[config.mk]
export PLATFORM = sky130hd
export DESIGN_NAME = fifo_comm_cell
export DESIGN_NICKNAME = d
export VERILOG_FILES = /design/src/rtl/fcc_pkg.sv /design/src/rtl/fcc_store.sv /design/src/rtl/fcc_waitlist.sv /design/src/rtl/fcc_ctrl.sv /design/src/rtl/fifo_comm_cell.sv
export SDC_FILE = /design/constraint.sdc
export NUM_CORES = 1
export LEC_CHECK = 0
export BUFFER_PORTS_ARGS = -buffer_cell sky130_fd_sc_hd__buf_4
export CORE_MARGIN = 5
export CORE_UTILIZATION = 61
export DETAILED_ROUTE_END_ITERATION = 8
export GPL_ROUTABILITY_DRIVEN = 0
export PLACE_DENSITY = 0.82
export SLEW_MARGIN = 15
export SYNTH_ARGS = -nofsm -noshare
export SYNTH_HDL_FRONTEND = slang
export SYNTH_SLANG_ARGS = --single-unit
[constraint.sdc]
create_clock -name clk -period 4.52 [get_ports clk]
set_clock_uncertainty 0.05 [all_clocks]
set_input_delay 0.904 -clock clk [delete_from_list [all_inputs] [get_ports clk]]
set_output_delay 0.904 -clock clk [all_outputs]
set_load 0.01 [all_outputs]
[src/rtl/fcc_pkg.sv]
package fcc_pkg;

  typedef enum logic [2:0] {
    VIEW_RAW     = 3'd0,
    VIEW_TAG     = 3'd1,
    VIEW_Q_WAIT  = 3'd2,
    VIEW_Q_TRY   = 3'd3,
    VIEW_CNT_W   = 3'd4,
    VIEW_CNT_T   = 3'd5,
    VIEW_RSV_A   = 3'd6,
    VIEW_RSV_B   = 3'd7
  } view_e;

  localparam int TAG_DEPTH_LSB = 28;
  localparam int TAG_DEPTH_W   = 4;
  localparam int TAG_CNT_LSB   = 18;
  localparam int TAG_CNT_W     = 10;
  localparam int TAG_MODE_BIT  = 17;
  localparam int TAG_TRIG_BIT  = 16;
  localparam int TAG_FULL_BIT  = 1;
  localparam int TAG_EMPTY_BIT = 0;

  typedef struct packed {
    logic trig;
    logic full;
    logic empty;
  } flags_t;

endpackage

[src/rtl/fcc_store.sv]
module fcc_store #(
  parameter int DEPTH = 8,
  parameter int DW    = 64,
  localparam int AW   = $clog2(DEPTH)
) (
  input  logic          clk,
  input  logic          rst_n,
  input  logic          wr_en,
  input  logic [AW-1:0] wr_idx,
  input  logic [DW-1:0] wr_data,
  input  logic [AW-1:0] rd_idx,
  output logic [DW-1:0] rd_data
);

  logic [DW-1:0] ent [DEPTH];

  for (genvar g = 0; g < DEPTH; g++) begin : g_ent
    logic [DW-1:0] word_q;
    logic          word_en;

    assign word_en = wr_en && (wr_idx == AW'(g));

    always_ff @(posedge clk or negedge rst_n) begin
      if (!rst_n) begin
        word_q <= '0;
      end else if (word_en) begin
        word_q <= wr_data;
      end
    end

    assign ent[g] = word_q;
  end

  assign rd_data = ent[rd_idx];

endmodule

[src/rtl/fcc_waitlist.sv]
module fcc_waitlist #(
  parameter int TID_W   = 6,
  localparam int THREADS = 1 << TID_W
) (
  input  logic               clk,
  input  logic               rst_n,
  input  logic               rec_en,
  input  logic [TID_W-1:0]   rec_tid,
  input  logic               wake_en,
  output logic               wake_valid,
  output logic [THREADS-1:0] wake_mask
);

  logic [THREADS-1:0] map_q, map_d;
  logic               fire_d;
  logic               map_en;

  always_comb begin
    map_d  = map_q;
    fire_d = 1'b0;
    if (wake_en && (map_q != '0)) begin
      map_d  = '0;
      fire_d = 1'b1;
    end else if (rec_en) begin
      map_d[rec_tid] = 1'b1;
    end
  end

  assign map_en = wake_en | rec_en;

  always_ff @(posedge clk or negedge rst_n) begin
    if (!rst_n) begin
      map_q <= '0;
    end else if (map_en) begin
      map_q <= map_d;
    end
  end

  always_ff @(posedge clk or negedge rst_n) begin
    if (!rst_n) begin
      wake_valid <= 1'b0;
      wake_mask  <= '0;
    end else begin
      wake_valid <= fire_d;
      wake_mask  <= fire_d ? map_q : '0;
    end
  end

endmodule

[src/rtl/fcc_ctrl.sv]
module fcc_ctrl
  import fcc_pkg::*;
#(
  parameter int DEPTH = 8,
  parameter int DW    = 64,
  parameter int TID_W = 6,
  localparam int AW   = $clog2(DEPTH),
  localparam int CW   = AW + 1
) (
  input  logic             clk,
  input  logic             rst_n,
  input  logic             req_valid,
  input  logic             req_write,
  input  view_e            req_view,
  input  logic [DW-1:0]    req_wdata,
  input  logic [DW-1:0]    head_word,
  output logic [AW-1:0]    head_idx,
  output logic             st_wr_en,
  output logic [AW-1:0]    st_wr_idx,
  output logic [DW-1:0]    st_wr_data,
  output logic             rec_en,
  output logic             wake_en,
  output logic             rsp_valid,
  output logic [DW-1:0]    rsp_rdata,
  output logic             rsp_blocked
);

  localparam logic [CW-1:0] FULL_CNT = CW'(DEPTH);

  logic [AW-1:0] head_q, head_d;
  logic [CW-1:0] cnt_q, cnt_d;
  flags_t        flg_q, flg_d;
  logic [DW-1:0] rdata_d;
  logic          blk_d;
  logic [DW-1:0] tag_word;
  logic          waiting;

  always_comb begin
    tag_word = '0;
    tag_word[TAG_DEPTH_LSB +: TAG_DEPTH_W] = TAG_DEPTH_W'(AW);
    tag_word[TAG_CNT_LSB +: TAG_CNT_W]     = TAG_CNT_W'(cnt_q);
    tag_word[TAG_MODE_BIT]                 = 1'b1;
    tag_word[TAG_TRIG_BIT]                 = flg_q.trig;
    tag_word[TAG_FULL_BIT]                 = flg_q.full;
    tag_word[TAG_EMPTY_BIT]                = flg_q.empty;
  end

  assign waiting = (req_view == VIEW_Q_WAIT);

  always_comb begin
    head_d     = head_q;
    cnt_d      = cnt_q;
    flg_d      = flg_q;
    rdata_d    = '0;
    blk_d      = 1'b0;
    st_wr_en   = 1'b0;
    st_wr_idx  = head_q;
    st_wr_data = req_wdata;
    rec_en     = 1'b0;
    wake_en    = 1'b0;
    if (req_valid) begin
      unique case (req_view)
        VIEW_RAW: begin
          if (req_write) begin
            if (cnt_q != '0) begin
              st_wr_en  = 1'b1;
              st_wr_idx = head_q + cnt_q[AW-1:0] - AW'(1);
            end
          end else begin
            rdata_d = head_word;
          end
        end
        VIEW_TAG: begin
          if (req_write) begin
            flg_d.trig  = req_wdata[TAG_TRIG_BIT];
            flg_d.full  = req_wdata[TAG_FULL_BIT];
            flg_d.empty = req_wdata[TAG_EMPTY_BIT];
            if (req_wdata[TAG_EMPTY_BIT]) begin
              cnt_d = '0;
            end
          end else begin
            rdata_d = tag_word;
          end
        end
        VIEW_Q_WAIT, VIEW_Q_TRY: begin
          if (!req_write) begin
            flg_d.full = 1'b0;
            if (waiting && flg_q.empty) begin
              rec_en = 1'b1;
              blk_d  = 1'b1;
            end else begin
              wake_en = 1'b1;
              if (cnt_q != '0) begin
                rdata_d = head_word;
                head_d  = head_q + AW'(1);
                cnt_d   = cnt_q - CW'(1);
              end
              if (cnt_d == '0) begin
                flg_d.empty = 1'b1;
              end
            end
          end else begin
            flg_d.empty = 1'b0;
            if (waiting && flg_q.full) begin
              rec_en = 1'b1;
              blk_d  = 1'b1;
            end else begin
              wake_en = 1'b1;
              if (cnt_q < FULL_CNT) begin
                st_wr_en  = 1'b1;
                st_wr_idx = head_q + cnt_q[AW-1:0];
                cnt_d     = cnt_q + CW'(1);
              end
              if (cnt_d == FULL_CNT) begin
                flg_d.full = 1'b1;
              end
            end
          end
        end
        VIEW_CNT_W, VIEW_CNT_T: begin
          rdata_d = '0;
        end
        default: begin
          rdata_d = req_write ? '0 : '1;
        end
      endcase
    end
  end

  always_ff @(posedge clk or negedge rst_n) begin
    if (!rst_n) begin
      head_q <= '0;
      cnt_q  <= '0;
      flg_q  <= '{trig: 1'b0, full: 1'b0, empty: 1'b1};
    end else if (req_valid) begin
      head_q <= head_d;
      cnt_q  <= cnt_d;
      flg_q  <= flg_d;
    end
  end

  always_ff @(posedge clk or negedge rst_n) begin
    if (!rst_n) begin
      rsp_valid   <= 1'b0;
      rsp_rdata   <= '0;
      rsp_blocked <= 1'b0;
    end else begin
      rsp_valid   <= req_valid;
      rsp_rdata   <= rdata_d;
      rsp_blocked <= blk_d;
    end
  end

  assign head_idx = head_q;

endmodule

[src/rtl/fifo_comm_cell.sv]
module fifo_comm_cell #(
  parameter int DEPTH = 8,
  parameter int DW    = 64,
  parameter int TID_W = 6,
  localparam int AW      = $clog2(DEPTH),
  localparam int THREADS = 1 << TID_W
) (
  input  logic               clk,
  input  logic               rst_n,
  input  logic               req_valid,
  input  logic               req_write,
  input  logic [2:0]         req_view,
  input  logic [TID_W-1:0]   req_tid,
  input  logic [DW-1:0]      req_wdata,
  output logic               rsp_valid,
  output logic [DW-1:0]      rsp_rdata,
  output logic               rsp_blocked,
  output logic               wake_valid,
  output logic [THREADS-1:0] wake_mask
);

  logic [AW-1:0] head_idx;
  logic [DW-1:0] head_word;
  logic          st_wr_en;
  logic [AW-1:0] st_wr_idx;
  logic [DW-1:0] st_wr_data;
  logic          rec_en;
  logic          wake_en;

  fcc_ctrl #(.DEPTH(DEPTH), .DW(DW), .TID_W(TID_W)) u_ctrl (
    .clk        (clk),
    .rst_n      (rst_n),
    .req_valid  (req_valid),
    .req_write  (req_write),
    .req_view   (fcc_pkg::view_e'(req_view)),
    .req_wdata  (req_wdata),
    .head_word  (head_word),
    .head_idx   (head_idx),
    .st_wr_en   (st_wr_en),
    .st_wr_idx  (st_wr_idx),
    .st_wr_data (st_wr_data),
    .rec_en     (rec_en),
    .wake_en    (wake_en),
    .rsp_valid  (rsp_valid),
    .rsp_rdata  (rsp_rdata),
    .rsp_blocked(rsp_blocked)
  );

  fcc_store #(.DEPTH(DEPTH), .DW(DW)) u_store (
    .clk    (clk),
    .rst_n  (rst_n),
    .wr_en  (st_wr_en),
    .wr_idx (st_wr_idx),
    .wr_data(st_wr_data),
    .rd_idx (head_idx),
    .rd_data(head_word)
  );

  fcc_waitlist #(.TID_W(TID_W)) u_wait (
    .clk       (clk),
    .rst_n     (rst_n),
    .rec_en    (rec_en),
    .rec_tid   (req_tid),
    .wake_en   (wake_en),
    .wake_valid(wake_valid),
    .wake_mask (wake_mask)
  );

endmodule

==> impl_metrics.py <==
metrics = {
    "power_and_ir_drop": {
        "finalPower_mw": 19.7,
        "switching_share_pct": 28.7,
        "power.density_nw_per_um2": 553,
        "power_switching_mw": 5.66,
        "pwr-share-clk_pct": 31.3,
        "peakVddDrop_uv": 447,
        "p_comb_share_pct": 25.6,
        "p_leak_nw": 17.3,
        "p_int_mw": 14.1,
        "power_frac_seq_pct": 43.2,
    },
    "route": {
        "antenna_left": 0,
        "drc": 0,
        "vias": 19200,
        "drt-total-wl_mm": 73.5,
        "avgViaCountPerCell": 6.19,
        "dr.pass1.iters": 5,
        "drt-initial-drc-count": 1610,
        "wl_per_cell_um": 23.7,
    },
    "logic_synthesis": {
        "synth_area_um2": 30900,
        "synthArstFlopShare_pct": 100,
        "synth_common_cells": "dfrtp_1 (716), mux2_2 (493), nand2_1 (179)",
        "muxShareOfSynthArea_pct": 28.6,
        "ys.flop_type": "dfrtp_1",
        "synth_compound_area_share_pct": 3.05,
        "synth_seq_area_share_pct": 58.2,
        "synth.avg_cell_area_um2": 14.1,
        "synth_top_area_share_pct": 58.1,
        "synth_edf_count": 0,
        "yosys.area_share.simple_pct": 7.30,
        "yosys.area.top_type": "dfrtp_1",
        "synth_top_family_by_area": "multiplexers",
        "post_synth_inst_count": 2185,
        "ys_types": 61,
        "synth_warnings": 0,
        "synth_most_common_cell": "dfrtp_1",
        "synth-seq-cells": 717,
        "synth_fa_ha_area_share_pct": 0.268,
        "synth_area_leaders": "dfrtp_1 (58%), mux2_2 (18%), mux4_2 (9.3%), nand2_1 (2.2%), a21oi_1 (2.1%)",
        "syn_nets": 2268,
        "synthXorXnorAreaFrac_pct": 0.142,
    },
    "timing": {
        "worst_slew_pin_slew_ns": 1.09,
        "slew_headroom_pct": 27.5,
        "final-hold-violation-count": 0,
        "post-route-period-util_pct": 92.0,
        "tns_ns": 0,
        "layout_min_cycle_time_ns": 4.16,
        "layout_setup_ws_ns": 0.361,
        "rsz0062_at_grt": "false",
        "fmax_mhz": 240,
        "finalSetupViolCount": 0,
        "slew_violations": 0,
    },
    "clock_tree": {
        "htree_levels": 3,
        "ctsResizeCount": 0,
        "clkLatencyLatePin_ns": 0.61,
        "cts_setup_buffers": 0,
        "hold_buffers": 0,
        "clk_path_buf_depth": 3,
        "cts_tree": "done",
        "clk_pin_slew_worst_paths_ns": 0.06,
        "cts_buffers": 72,
        "clock_sinks": 717,
        "cts_root_buf": "clkbuf_16",
    },
    "setup_path": {
        "cp.arrival_ns": 4.59,
        "worstSetupPathType": "reg2reg",
        "crit-reg2reg-launch": "u_ctrl.cnt_q[0]",
        "crit_fanout": 42,
        "worstPathRequired_ns": 4.95,
        "reg2reg_slack_ns": 0.36,
        "r2r-end": "u_store.g_ent[0].word_q[50]",
        "reg2reg_depth": 12,
        "worstSetupStartpointType": "flop",
        "end_kind": "flop",
    },
    "die": {
        "start_util_pct": 61.6,
        "dieHeight_um": 235,
        "core-area_um2": 50100,
        "fp.dieW_um": 235,
        "pin_count": 208,
        "num_rows": 82,
        "die_area_um2": 55200,
    },
    "global_routing": {
        "grt_max_degree": 130,
        "antenna_found_initial": 7,
        "grt_pass1_vias": 20800,
        "grt_overflow": 0,
        "grt_pass1_wl_mm": 119,
        "grt_use_total_pct": 26.8,
    },
    "placement": {
        "placed_area_um2": 33200,
        "placement.io_buffers": 207,
        "dp_hpwl_mm": 43.4,
        "pre_cts_slack_ns": 0.444,
        "dp.cells": 2964,
    },
    "run": {
        "drv_cap": 0,
    },
    "final_layout": {
        "fin_area_um2": 35700,
        "area_growth_pct": 15.6,
        "instances_no_fill": 3105,
        "drive_gt1_share_pct": 41.7,
        "nNetsFinal": 2449,
        "fillers": 3198,
    },
    "min_path": {
        "hold_path_class": "in2async",
    },
    "outcome": {
        "status": "finished, final reports clean",
    },
}
-- state kept, by name, summed over array words and instances, names as in the netlist --
name / flops
u_store.g_ent.word_q: 512
u_ctrl.rsp_rdata: 64
u_wait.map_q: 64
u_wait.wake_mask: 64
u_ctrl.cnt_q: 4
u_ctrl.flg_q: 3
u_ctrl.head_idx: 3
u_ctrl.rsp_blocked: 1
u_ctrl.rsp_valid: 1
u_wait.wake_valid: 1
-- power by group through the flow --
stage	logic, mW	registers (mW)	clock network, mW
final	5.04	8.52	6.17
after global routing	5.50	8.65	6.52
after CTS	5.08	8.50	6.26
after detailed placement	5.01	8.59	0
after global placement	4.85	8.46	0
after floorplan	3.85	8.28	0
-- layer usage --
metal,track usage (%),share of wire (%),vias to the layer above
li1,-,-,8165
met1,37.3,41,10300
met2,43.4,51,667
met3,5.04,5.8,135
met4,9.34,2.5,0
met5,0,0,-
-- worst max-delay path, cell delays in order (launching register included) --
cell      delay (ns)
dfrtp_1         0.50
ha_1            0.21
inv_1           0.05
fa_1            0.47
ha_1            0.22
xor2_1          0.16
nor4bb_1        0.39
or3b_1          0.20
a21oi_1         0.09
a21oi_2         0.39
or3_4           0.52
buf_12          0.36
mux2_2          0.38
-- layout by cell type (no fill, tap or decap), types with 3 or more instances in the layout --
cell       netlist  layout
clkbuf_1        60      18
clkinv_8         0       3
nand2_1        179     178
ha_1             5       5
xnor2_1          4       4
a21oi_1        131     131
and2_1          75      74
o21ai_0          9       9
a221oi_1         7       7
clkinv_2         0       8
nor3_1           6       6
nor2b_1          3       3
and3_1           4       4
bufinv_16        0       6
inv_6            0       5
diode_2          0       7
nand3_1          7       7
mux4_2         128     128
nor4_1          17      17
dfrtp_4          0       3
nand2b_1         4       4
a31oi_1          5       5
clkbuf_16        0      72
nand4_1          6       6
nor3b_1          7       5
mux2_1          35      35
nor2_1         145     144
inv_1            9       8
buf_12           0      19
mux2_2         493     493
clkbuf_8         0      21
buf_4            0     231
nor2_4           0       3
dfrtp_1        716     713
-- worst max-delay path by stage --
stage	to	from
3_3_place_gp	u_store.g_ent[0].word_q[48]	u_ctrl.head_idx[0]
6_report	u_store.g_ent[0].word_q[50]	u_ctrl.cnt_q[0]
2_1_floorplan	u_store.g_ent[1].word_q[13]	u_ctrl.head_idx[1]
4_1_cts	u_store.g_ent[0].word_q[37]	u_ctrl.cnt_q[0]
3_5_place_dp	u_store.g_ent[0].word_q[51]	u_ctrl.cnt_q[0]
5_1_grt	u_store.g_ent[0].word_q[37]	u_ctrl.cnt_q[0]
-- cell type report --
cell class / count / area (um^2) / share of cell area (%)
repair buffers: 251 / 2130 / 5.97
inverters: 9 / 33.8 / 0.0947
flip-flops and latches: 717 / 18000 / 50.4
clock buffers: 111 / 2160 / 6.05
multi-input cells: 1315 / 12200 / 34.2
well taps: 672 / 841 / 2.36
clock inverters: 23 / 320 / 0.898
diodes: 7 / 17.5 / 0.0491
-- stage by stage --
| step | util (%) | hold WS, ns |
|---|---|---|
| 2_1_floorplan | - | 0.402 |
| 3_3_place_gp | 66.2 | 0.411 |
| 3_5_place_dp | 66.2 | 0.424 |
| 4_1_cts | 71.2 | 0.318 |
| 5_1_grt | 71.2 | 0.336 |
| 6_report | 71.2 | 0.265 |
-- cell families after synthesis --
group / Yosys count
flip-flops: 717
AO/OA/AOI/OAI: 170
multiplexers: 657
adder cells (fa/ha/maj): 6
AND/OR/NAND/NOR: 477
buffers and inverters: 153
XOR/XNOR: 5
Power figures use the tool's default switching activity.
